==> src/rtl/dpalu_pkg.sv <==
`timescale 1ns/1ps
package dpalu_pkg;

  typedef enum logic [3:0] {
    OP_AND = 4'h0, OP_EOR = 4'h1, OP_SUB = 4'h2, OP_RSB = 4'h3,
    OP_ADD = 4'h4, OP_ADC = 4'h5, OP_SBC = 4'h6, OP_RSC = 4'h7,
    OP_TST = 4'h8, OP_TEQ = 4'h9, OP_CMP = 4'hA, OP_CMN = 4'hB,
    OP_ORR = 4'hC, OP_MOV = 4'hD, OP_BIC = 4'hE, OP_MVN = 4'hF
  } alu_op_e;

  typedef enum logic [1:0] {CIN_ZERO, CIN_ONE, CIN_FLAG} cin_sel_e;

  typedef enum logic [1:0] {LF_AND, LF_EOR, LF_ORR, LF_PASS} logic_fn_e;

  typedef struct packed {
    logic      is_arith;
    logic      is_test;
    logic      swap;
    logic      inv_b;
    cin_sel_e  cin;
    logic_fn_e lfn;
  } alu_dec_t;

  localparam logic [3:0] PC_INDEX = 4'd15;

endpackage

==> src/rtl/dpalu_decode.sv <==
`timescale 1ns/1ps
module dpalu_decode
  import dpalu_pkg::*;
(
  input  logic [3:0] opcode,
  output alu_dec_t   dec
);

  alu_op_e op;
  assign op = alu_op_e'(opcode);

  always_comb begin
    dec = '{is_arith: 1'b0, is_test: 1'b0, swap: 1'b0, inv_b: 1'b0,
            cin: CIN_ZERO, lfn: LF_AND};
    unique case (op)
      OP_AND: dec.lfn = LF_AND;
      OP_EOR: dec.lfn = LF_EOR;
      OP_ORR: dec.lfn = LF_ORR;
      OP_MOV: dec.lfn = LF_PASS;
      OP_BIC: begin dec.lfn = LF_AND;  dec.inv_b = 1'b1; end
      OP_MVN: begin dec.lfn = LF_PASS; dec.inv_b = 1'b1; end
      OP_TST: begin dec.lfn = LF_AND;  dec.is_test = 1'b1; end
      OP_TEQ: begin dec.lfn = LF_EOR;  dec.is_test = 1'b1; end
      OP_ADD: dec.is_arith = 1'b1;
      OP_CMN: begin dec.is_arith = 1'b1; dec.is_test = 1'b1; end
      OP_ADC: begin dec.is_arith = 1'b1; dec.cin = CIN_FLAG; end
      OP_SUB: begin dec.is_arith = 1'b1; dec.inv_b = 1'b1; dec.cin = CIN_ONE; end
      OP_CMP: begin dec.is_arith = 1'b1; dec.inv_b = 1'b1; dec.cin = CIN_ONE;
                    dec.is_test = 1'b1; end
      OP_RSB: begin dec.is_arith = 1'b1; dec.inv_b = 1'b1; dec.cin = CIN_ONE;
                    dec.swap = 1'b1; end
      OP_SBC: begin dec.is_arith = 1'b1; dec.inv_b = 1'b1; dec.cin = CIN_FLAG; end
      OP_RSC: begin dec.is_arith = 1'b1; dec.inv_b = 1'b1; dec.cin = CIN_FLAG;
                    dec.swap = 1'b1; end
      default: dec.lfn = LF_AND;
    endcase
  end

endmodule

==> src/rtl/dpalu_adder.sv <==
`timescale 1ns/1ps
module dpalu_adder #(
  parameter int WIDTH = 32
) (
  input  logic [WIDTH-1:0] x,
  input  logic [WIDTH-1:0] y,
  input  logic             cin,
  output logic [WIDTH-1:0] sum,
  output logic             cout,
  output logic             ovf
);

  localparam int MSB = WIDTH - 1;

  logic [WIDTH:0] wide;

  always_comb begin
    wide = {1'b0, x} + {1'b0, y} + {{WIDTH{1'b0}}, cin};
    sum  = wide[MSB:0];
    cout = wide[WIDTH];
    ovf  = (x[MSB] ^ sum[MSB]) & (y[MSB] ^ sum[MSB]);
  end

endmodule

==> src/rtl/dpalu_logic.sv <==
`timescale 1ns/1ps
module dpalu_logic
  import dpalu_pkg::*;
#(
  parameter int WIDTH = 32
) (
  input  logic [WIDTH-1:0] x,
  input  logic [WIDTH-1:0] y,
  input  logic_fn_e        fn,
  output logic [WIDTH-1:0] out
);

  always_comb begin
    unique case (fn)
      LF_AND:  out = x & y;
      LF_EOR:  out = x ^ y;
      LF_ORR:  out = x | y;
      default: out = y;
    endcase
  end

endmodule

==> src/rtl/dpalu_flags.sv <==
`timescale 1ns/1ps
module dpalu_flags
  import dpalu_pkg::*;
#(
  parameter int WIDTH = 32
) (
  input  alu_dec_t         dec,
  input  logic [WIDTH-1:0] res,
  input  logic             add_cout,
  input  logic             add_ovf,
  input  logic             shift_carry,
  input  logic             set_flags,
  input  logic [3:0]       dest_idx,
  output logic             flag_n,
  output logic             flag_z,
  output logic             flag_c,
  output logic             flag_v,
  output logic             upd_n,
  output logic             upd_z,
  output logic             upd_c,
  output logic             upd_v
);

  logic gate;

  always_comb begin
    gate   = dec.is_test | (set_flags & (dest_idx != PC_INDEX));
    flag_n = res[WIDTH-1];
    flag_z = (res == '0);
    flag_c = dec.is_arith ? add_cout : shift_carry;
    flag_v = add_ovf;
    upd_n  = gate;
    upd_z  = gate;
    upd_c  = gate;
    upd_v  = gate & dec.is_arith;
  end

endmodule

==> src/rtl/dp_alu.sv <==
`timescale 1ns/1ps
module dp_alu
  import dpalu_pkg::*;
#(
  parameter int WIDTH = 32
) (
  input  logic [WIDTH-1:0] op_a,
  input  logic [WIDTH-1:0] op_b,
  input  logic [3:0]       opcode,
  input  logic             set_flags,
  input  logic [3:0]       dest_idx,
  input  logic             carry_in,
  input  logic             shift_carry,
  output logic [WIDTH-1:0] result,
  output logic             wr_en,
  output logic             flag_n,
  output logic             flag_z,
  output logic             flag_c,
  output logic             flag_v,
  output logic             upd_n,
  output logic             upd_z,
  output logic             upd_c,
  output logic             upd_v
);

  alu_dec_t         dec;
  logic [WIDTH-1:0] x_opnd, y_raw, y_opnd;
  logic [WIDTH-1:0] sum, lres;
  logic             cin_bit, cout, ovf;

  dpalu_decode u_dec (.opcode(opcode), .dec(dec));

  always_comb begin
    x_opnd = dec.swap ? op_b : op_a;
    y_raw  = dec.swap ? op_a : op_b;
    y_opnd = dec.inv_b ? ~y_raw : y_raw;
    unique case (dec.cin)
      CIN_ONE:  cin_bit = 1'b1;
      CIN_FLAG: cin_bit = carry_in;
      default:  cin_bit = 1'b0;
    endcase
  end

  dpalu_adder #(.WIDTH(WIDTH)) u_add (
    .x(x_opnd), .y(y_opnd), .cin(cin_bit),
    .sum(sum), .cout(cout), .ovf(ovf)
  );

  dpalu_logic #(.WIDTH(WIDTH)) u_log (
    .x(x_opnd), .y(y_opnd), .fn(dec.lfn), .out(lres)
  );

  assign result = dec.is_arith ? sum : lres;
  assign wr_en  = ~dec.is_test;

  dpalu_flags #(.WIDTH(WIDTH)) u_flg (
    .dec(dec), .res(result), .add_cout(cout), .add_ovf(ovf),
    .shift_carry(shift_carry), .set_flags(set_flags), .dest_idx(dest_idx),
    .flag_n(flag_n), .flag_z(flag_z), .flag_c(flag_c), .flag_v(flag_v),
    .upd_n(upd_n), .upd_z(upd_z), .upd_c(upd_c), .upd_v(upd_v)
  );

  always_comb begin
    p_v_kept_r7: assert (dec.is_arith || !upd_v)
      else $error("overflow enable on a bitwise op");
    p_shift_c_r7: assert (dec.is_arith || !upd_c || flag_c == shift_carry)
      else $error("bitwise carry not from shifter");
    p_gate_r9: assert (!wr_en || set_flags && dest_idx != 4'd15
                       || !(upd_n || upd_z || upd_c || upd_v))
      else $error("flags enabled without request");
    p_test_r10: assert (wr_en || (upd_n && upd_z && upd_c))
      else $error("compare op without flag update");
    p_zero_r11: assert (!upd_z || (flag_z == (result == '0)))
      else $error("zero flag disagrees with result");
    p_add_r2: assert (opcode != 4'h4 || result == op_a + op_b)
      else $error("add result wrong");
  end

endmodule

==> config.mk <==
export PLATFORM = sky130hd
export DESIGN_NAME = dp_alu
export DESIGN_NICKNAME = d
export VERILOG_FILES = /design/src/rtl/dpalu_pkg.sv /design/src/rtl/dpalu_decode.sv /design/src/rtl/dpalu_adder.sv /design/src/rtl/dpalu_logic.sv /design/src/rtl/dpalu_flags.sv /design/src/rtl/dp_alu.sv
export SDC_FILE = /design/constraint.sdc
export NUM_CORES = 1
export LEC_CHECK = 0
export BUFFER_PORTS_ARGS = -buffer_cell sky130_fd_sc_hd__buf_2
export CORE_MARGIN = 1.5
export CORE_UTILIZATION = 40
export DETAILED_ROUTE_END_ITERATION = 10
export PLACE_DENSITY = 0.74
export SLEW_MARGIN = 20
export SYNTH_ARGS = -nofsm -noshare
export SYNTH_HDL_FRONTEND = slang
export SYNTH_SLANG_ARGS = --single-unit
==> constraint.sdc <==
create_clock -name vclk -period 5
set_input_delay 0.25 -clock vclk [all_inputs]
set_output_delay 0.25 -clock vclk [all_outputs]
set_load 0.05 [all_outputs]
==> metrics.md, run 1 <==
| Metric | Value |
|---|---|
| Status | completed |
| Avg WL per Cell | between 15 and 20 um |
| Fin worst setup slack | roughly 150 ps |
| Unique masters post-synth | a little under 80 |
| Vias per Instance | 5.93 |
| Worst EP required | about 4800 ps |
| Worst Setup Start Kind | input pin |
| Power Total | 1.44 mW |
| Leakage | between 3 and 4 nW |
| DP HPWL | ~14,000 um |
| TritonRoute pass-1 iters | 5 |
| Final setup fails | 0 |
| Die Area | 13,900 um^2 |
| Peak supply drop | about 0.00014 V |
| PwrDens | 231 nW/um^2 |
| WP buf/inv | 4 |
| Row count | 41 |
| WHS Path Cells | 4 |
| Sequential fraction of the synthesis area | 0% |
| Hold path endpoint | flag_c |
| Setup bufs post-CTS | 0 |
| RSZ-0062 raised after global routing | yes |
| Antenna violations before repair | 0 |
| WHS | ~910 ps |
| Ant. Diodes | 0 |
| HP Class | in -> out |
| Total global-route track usage | about a quarter |
| Syn Nets | 936 |
| Final nets | about 1,000 |
| Fin crit period | roughly 4800 ps |
| Post-Synthesis Cell Area | 5300 um^2 |
| Ports | 116 |
| Final Routed Wirelength | approximately 19,000 um |
| Crit-path cells | buf_2, nor2b_4, nand2_8, mux2i_1, xor2_1, inv_1, fa_1, inv_1, fa_2, and2b_1, o21a_1, or3_1, a32o_2, nor4_2, nand4bb_1, or4_1, nor4_2, nand4b_1, nor4_4, buf_6 |
| CP endpoint kind | output pin |
| Via count | around 6,400 |
| Slowest CP cell | or4_1 |
| Total of max-cap violations | 0 |
| Antenna-violating nets left | 0 |
| GRT Residual Overflow | 0 |
| Worst-margin pin slew | between 1000 and 1500 ps |
| Largest net degree at the start of global routing | 42 |
| PostCTS Resize Cnt | 0 |
| Max Slew Vio Count | 0 |
| Chip Height | between 100 and 150 um |
| Delay-heaviest family, CP | simple AND/OR/NAND/NOR gates |
| Crit share post-route | 97.0% |
| First-pass GRT wire length | 30,500 um |
| Relative slew slack | roughly 29% |
| Final Hold Viols | 0 |
| DRC Markers | 0 |
| DR iter-0 viols | ~700 |
| Setup CP Type | in -> out |
| Share of layout cells above drive strength 1 | 26.3% |
| Area delta synth->final | 17.9% |
| Gp weighted congestion | 0.979 |
| Sequential cell area | 0 um^2 |
| Starting Density | between 40% and 50% |
| Number of global-route vias before repair | a little under 6,000 |
| Die width | approximately 120 um |
| Hold_sp | shift_carry |
| Seq_cells | 0 |
| Critical path arrival | ~4600 ps |
| Core area | 12,800 um^2 |
| Port bufs | around 120 |
| Avg Synthesized Cell Area | 6.68 um^2 |
| Delay of the slowest critical-path stage | roughly 480 ps |
| Clk_buf instances | 0 |
| Post-CTS Hold Fix Bufs | 0 |
| Pre-CTS setup slack | about 62 ps |
| Worst Path Max Fanout | 5 |
| Cells after synthesis | 793 |
| Yosys warning total | 0 |
| FMAX | 206 MHz |
==> through the flow <==
| stage | utilization (%) | cells | instance area [um^2] | setup TNS (ps) |
|---|---|---|---|---|
| CTS | 48.8 | 1071 | 6230 | 0 |
| detailed placement | 48.8 | 1071 | 6230 | 0 |
| floorplan | - | 793 | 5430 | 0 |
| finish | 48.9 | 1071 | 6250 | 0 |
| global placement | 48.8 | 1071 | 6230 | 0 |
| global route | 48.9 | 1071 | 6250 | -118 |
==> cells in the mapped netlist, types with 17 or more instances <==
library cell	count	area share (%)
a21oi_1	99	9.4
inv_1	78	5.5
ha_1	66	16
nand2_1	62	4.4
o21ai_0	58	5.5
nor2_1	43	3.0
mux2_2	33	7.0
clkbuf_1	28	2.0
xnor2_1	28	4.6
mux2i_1	22	4.2
xor2_1	22	3.6
nand3_1	21	2.0
o22ai_1	17	2.0
==> cell families (layout without fill, tap and decap cells) <==
kind of cell	count (synthesis)	in the layout	synth area share, %
buf+inv	142	248	11.9
compound gates	286	286	34.3
fa+ha+maj	68	68	16.3
xor+xnor	50	50	8.27
mux	55	55	11.2
simple gates	192	192	18.0
==> cells in the final DEF, fill, tap and decap left out, drive strengths merged, types with 3 or more instances in the layout <==
| cell | Yosys | layout |
|---|---|---|
| a21o | 14 | 14 |
| o2111ai | 3 | 3 |
| o211a | 3 | 3 |
| ha | 66 | 66 |
| a211o | 5 | 5 |
| nor2 | 44 | 44 |
| mux2i | 22 | 22 |
| and2 | 9 | 9 |
| xnor2 | 28 | 28 |
| a221o | 3 | 3 |
| nor2b | 6 | 6 |
| inv | 80 | 80 |
| o21ai | 63 | 63 |
| o221a | 5 | 5 |
| nand4 | 5 | 5 |
| nand3 | 21 | 21 |
| o221ai | 6 | 6 |
| a32oi | 3 | 3 |
| o21a | 3 | 3 |
| a221oi | 13 | 13 |
| buf | 30 | 168 |
| or3 | 6 | 6 |
| nand2b | 4 | 4 |
| nor3 | 5 | 5 |
| xor2 | 22 | 22 |
| a31oi | 9 | 9 |
| a211oi | 9 | 9 |
| a21oi | 100 | 100 |
| a31o | 3 | 3 |
| mux2 | 33 | 33 |
| o22ai | 17 | 17 |
| o2bb2ai | 3 | 3 |
| a21boi | 3 | 3 |
| and3 | 11 | 11 |
| or2 | 3 | 3 |
| nor4 | 4 | 4 |
| o211ai | 8 | 8 |
| nand2 | 63 | 63 |
==> metal layers <==
metal	GRT usage, %	part of all wire [%]	vias up
li1	-	-	3067
met1	37.3	46	2947
met2	42.5	44	297
met3	1.99	7.8	41
met4	5.87	2.5	0
met5	0	0	-
==> report_power, final <==
group,switching (mW),internal [mW]
Clock,0,0
Combinational,0.947,0.494
Sequential,0,0
==> final cells by class <==
cell class | count | area [um^2]
Fill cell | 1318 | 6530
Multi-Input combinational cell | 651 | 4760
Timing Repair Buffer | 168 | 977
Tap cell | 172 | 215
Inverter | 80 | 300
==> how the worst max path moves through the flow <==
stage / startpoint / cells past startpoint / to / slack (ps)
2_1_floorplan: opcode[0] / 21 / flag_z / 1
3_3_place_gp: opcode[1] / 19 / flag_z / 260
3_5_place_dp: opcode[1] / 20 / flag_z / 60
4_1_cts: opcode[1] / 20 / flag_z / 40
5_1_grt: opcode[1] / 19 / result[28] / -60
6_report: opcode[1] / 20 / flag_z / 150
No activity file was read; power rests on OpenSTA's default activity.
==> inputs of run 2 (changes only) <==
Settings changed: PLACE_DENSITY 0.74 to 0.72.
Clock period 5 ns to 5.43 ns, I/O delays scaled along.
==> run 2 against run 1 <==
Against the previous run:
- global-route usage down 0.75 points
- final area down 3.7%
- clock-buffer cell count unchanged
- critical path type unchanged
==> metrics.md, run 2 (synthesis results as in run 1) <==
| Metric | Value |
|---|---|
| Final nets | roughly 1,000 |
| Total of max-cap violations | 0 |
| Setup CP Type | in -> out |
| Worst Setup Start Kind | input pin |
| Fin crit period | around 5200 ps |
| Relative slew slack | about two fifths |
| Final Hold Viols | 0 |
| Most frequent cells in the layout | 115 x buf_2, 98 x a21oi_1, 78 x inv_1 |
| Critical path arrival | between 4000 and 5000 ps |
| Ports | 116 |
| Fillers | 1,298 |
| Final Routed Wirelength | about 19,000 um |
| Final setup fails | 0 |
| Clk_buf instances | 0 |
| Sequential cell area | 0 um^2 |
| GRT busiest layer | met2 |
| Max Slew Vio Count | 0 |
| Row count | 41 |
| Setup bufs post-CTS | 0 |
| Final Non-Filler Cells | 1,045 |
| GRT Residual Overflow | 0 |
| Worst-margin pin slew | 896 ps |
| Final setup TNS | 0 ps |
| Cells after DPL | ~1,000 |
| Fin area | around 6000 um^2 |
| Number of global-route vias before repair | ~5,700 |
| RSZ-0062 raised after global routing | no |
| Hold path endpoint | flag_c |
| Starting Density | between 40% and 50% |
| HP Class | in -> out |
| DRC Markers | 0 |
| Via count | between 6,000 and 7,000 |
| TritonRoute pass-1 iters | 6 |
| Worst Path Max Fanout | 12 |
| Layout Utilization | between 40% and 50% |
| Seq_cells | 0 |
| First-pass GRT wire length | 29,600 um |
| Area delta synth->final | 13.6% |
| DP HPWL | between 10,000 and 15,000 um |
| Share of layout cells above drive strength 1 | between 20% and 30% |
| Avg WL per Cell | approximately 18 um |
| Vias per Instance | ~6 |
| Met1 Usage GRT | roughly 36% |
| Ant. Diodes | 0 |
| Chip Height | ~120 um |
| Antenna-violating nets left | 0 |
| Peak supply drop | roughly 0.00011 V |
| Core area | between 10,000 and 15,000 um^2 |
| DP Area | ~6000 um^2 |
| DR iter-0 viols | about 670 |
| Commonest non-fill, non-tap cell in the layout | buf_2 |
| Crit share post-route | 95.9% |
| Worst EP required | around 5200 ps |
| Die width | ~120 um |
| Hold_sp | shift_carry |
| PwrDens | approximately 210 nW/um^2 |
| Leakage | approximately 3 nW |
| Status | completed |
| Grt met2 use | between 40% and 50% |
| Largest net degree at the start of global routing | 53 |
| Port bufs | 116 |
| Antenna violations before repair | 0 |
| WHS Path Cells | 4 |
| WHS | just under 1000 ps |
| Total global-route track usage | 25.4% |
| Met3 Track Usage GR | between 1.5 and 2% |
| CP endpoint kind | output pin |
| Die Area | between 10,000 and 15,000 um^2 |
| FMAX | between 150 and 200 MHz |
| Gp weighted congestion | 1.01 |
run 2: repair_timing:
| action | CTS | global route |
|---|---|---|
| hold buffers | 0 | 0 |
| resized for setup | 0 | 8 |
| setup endpoints to repair | 0 | 1 |
| endpoints found under the hold margin | 0 | 0 |
run 2: worst max path at each step:
stage               depth (start not counted)      start      to  slack (ps)
finish                                     17  opcode[0]  flag_z         220
global route                               17  opcode[0]  flag_z           9
CTS                                        20  opcode[1]  flag_z         170
detailed placement                         20  opcode[1]  flag_z         190
global placement                           17  opcode[0]  flag_z         410
floorplan                                  22  opcode[0]  flag_z          20
run 2: power by group:
group | leakage (nW) | internal, mW | switching [mW]
Sequential | 0 | 0 | 0
Clock | 0 | 0 | 0
Combinational | 3.01 | 0.410 | 0.852
Total | 3.01 | 0.410 | 0.852
run 2: area by class of cell:
class                           instances  area, um^2  share of cell area [%]
Inverter                               80         300                    4.99
Multi-Input combinational cell        651        4720                    78.4
Timing Repair Buffer                  142         782                    13.0
Tap cell                              172         215                    3.58
run 2: critical path, cell delays in order:
cell,delay (ps)
buf_2,280
buf_4,260
a21bo_2,350
and3_1,210
a211oi_1,320
ha_1,370
and4_1,230
nor2b_1,130
a211o_1,340
o21ai_0,390
and3_1,210
o21ai_0,90
a211oi_1,310
nor4b_1,440
nand4b_1,290
nor4_4,230
buf_6,190
run 2: stage by stage:
| step | power [mW] | worst slack, ps |
|---|---|---|
| after floorplan | 0.947 | 24.2 |
| after global placement | 1.23 | 408 |
| after detailed placement | 1.23 | 193 |
| after CTS | 1.24 | 174 |
| after global routing | 1.36 | 8.61 |
| final | 1.26 | 220 |
run 2: metal layers:
metal  up-vias  routed length (um)
met5         -                   0
met4         0                 452
met3        38                1480
met2       297                8140
met1      2891                8450
li1       3017                   -
